### src/rtl/wwd_pkg.sv
package wwd_pkg;

  // Flag field layout
  localparam int unsigned FLAG_W     = 8;
  localparam int unsigned NUM_SLOT   = 2;
  localparam int unsigned HIT_W      = 2 * NUM_SLOT;
  localparam int unsigned UNUSED_W   = FLAG_W - HIT_W;

  // Per-slot comparison outcome
  typedef struct packed {
    logic over;   // value >= upper limit
    logic under;  // value <  lower limit
  } slot_hit_t;

endpackage

### src/rtl/wwd_slot_route.sv
module wwd_slot_route #(
  parameter int unsigned CH_W = 4
) (
  input  logic [CH_W-1:0]            sel_chan,
  input  logic [CH_W-1:0]            res_chan,
  input  logic                       res_valid,
  output logic [wwd_pkg::NUM_SLOT-1:0] slot_en
);
  // Slot k monitors channel sel_chan + k, wrapping in CH_W bits
  for (genvar k = 0; k < int'(wwd_pkg::NUM_SLOT); k++) begin : g_slot
    logic [CH_W-1:0] target;
    assign target     = sel_chan + CH_W'(k);
    assign slot_en[k] = res_valid && (res_chan == target);
  end
endmodule

### src/rtl/wwd_window_cmp.sv
module wwd_window_cmp #(
  parameter int unsigned DATA_W = 10
) (
  input  logic                 en,
  input  logic [DATA_W-1:0]    value,
  input  logic [DATA_W-1:0]    upper,
  input  logic [DATA_W-1:0]    lower,
  output wwd_pkg::slot_hit_t   hit
);
  // Asymmetric window: upper inclusive out, lower inclusive in
  always_comb begin
    hit.over  = en && (value >= upper);
    hit.under = en && (value <  lower);
  end
endmodule

### src/rtl/wwd_flag_reg.sv
module wwd_flag_reg (
  input  logic                           clk,
  input  logic                           rst,
  input  logic [wwd_pkg::HIT_W-1:0]      hit_vec,
  input  logic                           clr,
  input  logic                           mask_en,
  output logic [wwd_pkg::FLAG_W-1:0]     flags_o,
  output logic                           irq_o
);
  import wwd_pkg::*;

  logic [HIT_W-1:0] flag_q, flag_nxt;
  logic             req_q, req_nxt;
  logic             irq_q;

  // Clear applies to held state; same-cycle hits still land
  always_comb begin
    flag_nxt = (clr ? '0 : flag_q) | hit_vec;
    req_nxt  = (clr ? 1'b0 : req_q) | (|hit_vec);
  end

  always_ff @(posedge clk) begin
    if (rst) begin
      flag_q <= '0;
      req_q  <= 1'b0;
      irq_q  <= 1'b0;
    end else begin
      flag_q <= flag_nxt;
      req_q  <= req_nxt;
      irq_q  <= req_nxt & mask_en;
    end
  end

  assign flags_o = {flag_q, {UNUSED_W{1'b0}}};
  assign irq_o   = irq_q;
endmodule

### src/rtl/dual_window_monitor.sv
module dual_window_monitor #(
  parameter int unsigned DATA_W = 10,
  parameter int unsigned CH_W   = 4
) (
  input  logic              clk,
  input  logic              rst,
  input  logic              res_valid,
  input  logic [CH_W-1:0]   res_chan,
  input  logic [DATA_W-1:0] res_data,
  input  logic [CH_W-1:0]   sel_chan,
  input  logic [DATA_W-1:0] a_upper,
  input  logic [DATA_W-1:0] a_lower,
  input  logic [DATA_W-1:0] b_upper,
  input  logic [DATA_W-1:0] b_lower,
  input  logic              irq_mask_en,
  input  logic              req_clear,
  output logic [7:0]        flags_o,
  output logic              irq_o
);
  import wwd_pkg::*;

  logic [NUM_SLOT-1:0] slot_en;
  logic [DATA_W-1:0]   up_lim [NUM_SLOT];
  logic [DATA_W-1:0]   lo_lim [NUM_SLOT];
  logic [HIT_W-1:0]    hit_vec;

  assign up_lim[0] = a_upper;
  assign lo_lim[0] = a_lower;
  assign up_lim[1] = b_upper;
  assign lo_lim[1] = b_lower;

  wwd_slot_route #(.CH_W(CH_W)) u_route (
    .sel_chan  (sel_chan),
    .res_chan  (res_chan),
    .res_valid (res_valid),
    .slot_en   (slot_en)
  );

  // Slot 0 occupies the top pair of the hit vector
  for (genvar k = 0; k < int'(NUM_SLOT); k++) begin : g_cmp
    slot_hit_t hit;
    wwd_window_cmp #(.DATA_W(DATA_W)) u_cmp (
      .en    (slot_en[k]),
      .value (res_data),
      .upper (up_lim[k]),
      .lower (lo_lim[k]),
      .hit   (hit)
    );
    assign hit_vec[HIT_W-1-2*k] = hit.over;
    assign hit_vec[HIT_W-2-2*k] = hit.under;
  end

  wwd_flag_reg u_flags (
    .clk     (clk),
    .rst     (rst),
    .hit_vec (hit_vec),
    .clr     (req_clear),
    .mask_en (irq_mask_en),
    .flags_o (flags_o),
    .irq_o   (irq_o)
  );
endmodule

### config.mk
export PLATFORM = sky130hd
export DESIGN_NAME = dual_window_monitor
export DESIGN_NICKNAME = d
export VERILOG_FILES = /design/src/rtl/wwd_pkg.sv /design/src/rtl/wwd_slot_route.sv /design/src/rtl/wwd_window_cmp.sv /design/src/rtl/wwd_flag_reg.sv /design/src/rtl/dual_window_monitor.sv
export SDC_FILE = /design/constraint.sdc
export NUM_CORES = 1
export LEC_CHECK = 0
export BUFFER_PORTS_ARGS = -buffer_cell sky130_fd_sc_hd__buf_2
export CAP_MARGIN = 20
export CORE_UTILIZATION = 40
export CTS_CLUSTER_SIZE = 28
export DETAILED_ROUTE_END_ITERATION = 10
export PLACE_DENSITY = 0.73
export SETUP_SLACK_MARGIN = 0.2
export SLEW_MARGIN = 5
export SYNTH_ARGS = -nofsm -noshare
export SYNTH_HDL_FRONTEND = slang
export SYNTH_SLANG_ARGS = --single-unit
### constraint.sdc
create_clock -name clk -period 2 [get_ports clk]
set_clock_uncertainty 0.05 [all_clocks]
set_input_delay 0.3 -clock clk [delete_from_list [all_inputs] [get_ports clk]]
set_output_delay 0.3 -clock clk [all_outputs]
set_load 0.02 [all_outputs]
==> impl_metrics.env <==
export IMPL_power_frac_seq_pct=21.2
export IMPL_yosys_warnings=0
export IMPL_grt_max_degree=7
export IMPL_firstDrtPassIters=4
export IMPL_setup_viol=0
export IMPL_worst_path_largest_cell_delay_ns=0.39
export IMPL_hold_viol_final=0
export IMPL_ctsHoldBuffers=0
export IMPL_dieArea_um2=3450
export IMPL_ant_nets=0
export IMPL_regArea_um2=120
export IMPL_antenna_cells=0
export IMPL_layout_drive_gt1_share_pct=42.4
export IMPL_ios=72
export IMPL_grt_antenna_before_repair=0
export IMPL_grt_usage_pct=17.7
export IMPL_grt_pass1_vias=1233
export IMPL_synth_edf_count=0
export IMPL_ys_ff_latch=6
export IMPL_drv_cap=0
export IMPL_rows=20
export IMPL_multi_input_area_um2=1110
export IMPL_instances_no_fill=280
export IMPL_dpl_cell_count=275
export IMPL_finalWeightedCongestion=0.790
export IMPL_maxClockFrequency_mhz=562
export IMPL_die_h_um=58.8
export IMPL_pre_cts_ws_ns=-0.0586
export IMPL_ys_flop_type="dfxtp_1"
export IMPL_cts_tree="yes"
export IMPL_dp_hpwl_mm=2.58
export IMPL_cts_max_level=1
export IMPL_numCtsBuffers=3
export IMPL_fin_util_pct=61.6
export IMPL_arrival_ns=1.86
export IMPL_wl_per_cell_um=10.8
export IMPL_clk_pin_slew_ns=0.04
export IMPL_synth_top_area_cell="ha_1"
export IMPL_pwr_share_clk_pct=20.0
export IMPL_rsz0062_at_grt="yes"
export IMPL_p_int_mw=0.372
export IMPL_yosys_top_cells_area="ha_1 (38%), inv_1 (11%), dfxtp_1 (9.3%), a21o_1 (6.4%), a21oi_1 (3.1%)"
export IMPL_comb_power_share_pct=58.9
export IMPL_fin_area_um2=1880
export IMPL_synthCells=159
export IMPL_drt_iter0_drc=23
export IMPL_num_nets_final=340
export IMPL_cp_data_required_time_ns=2.08
export IMPL_p_total_mw=0.586
export IMPL_core_area_um2=3050
export IMPL_placed_cell_area_um2=1710
export IMPL_ctsRootBufferMaster="clkbuf_4"
export IMPL_slowest_stage="a221o_1"
export IMPL_hold_path_class="input port to flop"
export IMPL_filler_cell_count=296
export IMPL_yosysSeqAreaShare_pct=9.32
export IMPL_start_kind="input port"
export IMPL_peakVddDrop_mv=0.123
export IMPL_synth_avg_cell_area_um2=8.11
export IMPL_worst_setup_path_type="input port to flop"
export IMPL_async_reset_ff_share_pct=0
export IMPL_fp_dieW_um=58.8
export IMPL_swShare_pct=36.5
export IMPL_viasPerCell=4.76
export IMPL_power_switching_mw=0.214
export IMPL_cp_end_kind="flop"
export IMPL_finalWorstSetupSlack_ns=0.220
export IMPL_crit_chain="buf_8 -> inv_4 -> ha_4 -> nand2b_4 -> a211oi_2 -> o21ai_1 -> a221o_1 -> a221oi_2 -> a21oi_1"
export IMPL_whs_ns=0.238
export IMPL_cp_max_fo=2
export IMPL_period_needed_ns=1.78
export IMPL_synth_top_cell_area_share_pct=37.9
export IMPL_post_route_drc_count=0
export IMPL_io_buffers=67
export IMPL_clkLatencyLatePin_ns=0.25
export IMPL_p_leak_nw=1.10
export IMPL_maxSlewViolCount=0
export IMPL_yosys_cell_types_count=31
export IMPL_setup_tns_ns=0
export IMPL_syn2layout_area_growth_pct=46.0
export IMPL_grt_pass1_wl_mm=4.79
export IMPL_cts_num_sinks=6
export IMPL_ctsLongestPathBuffers=2
export IMPL_wl_mm=3.03
export IMPL_pwr_density_cell_nw_per_um2=311
export IMPL_start_util_pct=42.2
export IMPL_overflow=0
export IMPL_status="complete, no violations"
export IMPL_mappedNetlistArea_um2=1290
export IMPL_post_route_period_util_pct=89.0
export IMPL_num_vias=1334
state kept, by name, indices dropped and copies added, names as in the netlist:
register        count
u_flags.req_q       1
u_flags.flag_q      4
u_flags.irq_o       1
synth_stat cells, types with 3 or more instances:
master / count
xnor2_1: 4
ha_1: 39
nand2b_1: 5
inv_1: 38
nor2_1: 6
xor2_1: 3
and4_1: 3
a211oi_1: 3
a221o_1: 3
nand3_1: 3
a21o_1: 11
buf_4: 4
a21oi_1: 8
o21ai_1: 3
dfxtp_1: 6
power groups by stage:
stage                     clock network (mW)  logic (mW)  registers [mW]
after floorplan                            0       0.184           0.128
after global placement                     0       0.301           0.126
after detailed placement                   0       0.306           0.126
after CTS                              0.113       0.311           0.124
after global routing                   0.116       0.390           0.124
final                                  0.117       0.345           0.124
layout by cell type, fill, tap and decap left out, types with 2 or more instances in the layout:
cell type   n
a2bb2oi_1   2
buf_4       9
nand3_1     3
clkbuf_4    3
buf_2      62
a21oi_2     3
xnor2_1     4
o21ai_1     3
and4_1      3
o2111ai_1   2
ha_4        6
buf_6       3
a221o_1     3
inv_4       2
nand2b_1    4
a211oi_1    2
dfxtp_1     6
inv_2       2
a21o_1     11
nor2_1      6
xor2_1      3
conb_1      4
inv_1      34
ha_1       32
a21oi_1     7
kinds of logic after synthesis:
group	Yosys count	share of synthesized area, %
other cells	1	0.291
flops	6	9.32
buf+inv	43	13.7
compound gates	41	24.3
xor+xnor	7	4.76
simple gates	22	9.81
fa+ha+maj	39	37.9
what timing repair did:
action	CTS	global route
buffers inserted	0	2
cloned	0	0
gates resized for setup	1	23
pin swaps	0	16
endpoints found under the setup margin	3	3
hold endpoints to repair	0	0
routing by layer:
layer	up-vias	wire (um)	track usage (%)
li1	702	-	-
met1	576	1340	22.3
met2	49	1500	31.3
met3	7	141	0.879
met4	0	47	7.14
met5	-	0	0
path summary, 6_finish.rpt:
path	from	endpoint	slack, ns	depth (start not counted)
worst min-delay path	rst	u_flags.req_q$_SDFF_PP0_	0.24	2
worst min register to register	u_flags.flag_q[0]$_SDFF_PP0_	u_flags.flag_q[0]$_SDFF_PP0_	0.45	2
worst max-delay path	res_data[0]	u_flags.req_q$_SDFF_PP0_	0.22	9
worst max register to register	u_flags.req_q$_SDFF_PP0_	u_flags.req_q$_SDFF_PP0_	1.12	2
critical path: cells and delay by family:
kind | cells | cell delay (ns)
AOI/OAI and AO/OA | 5 | 1.09
and+or+nand+nor | 1 | 0.13
buffers and inverters | 2 | 0.15
adders and majority gates | 1 | 0.19
layout make-up:
class	instances	share of cell area, %
sequential	6	6.38
multi-input combinational	113	58.8
tap	44	2.93
inverter	39	8.05
clock buffer	3	1.20
timing repair buffer	75	22.7
(Power assumes the default switching activity.)
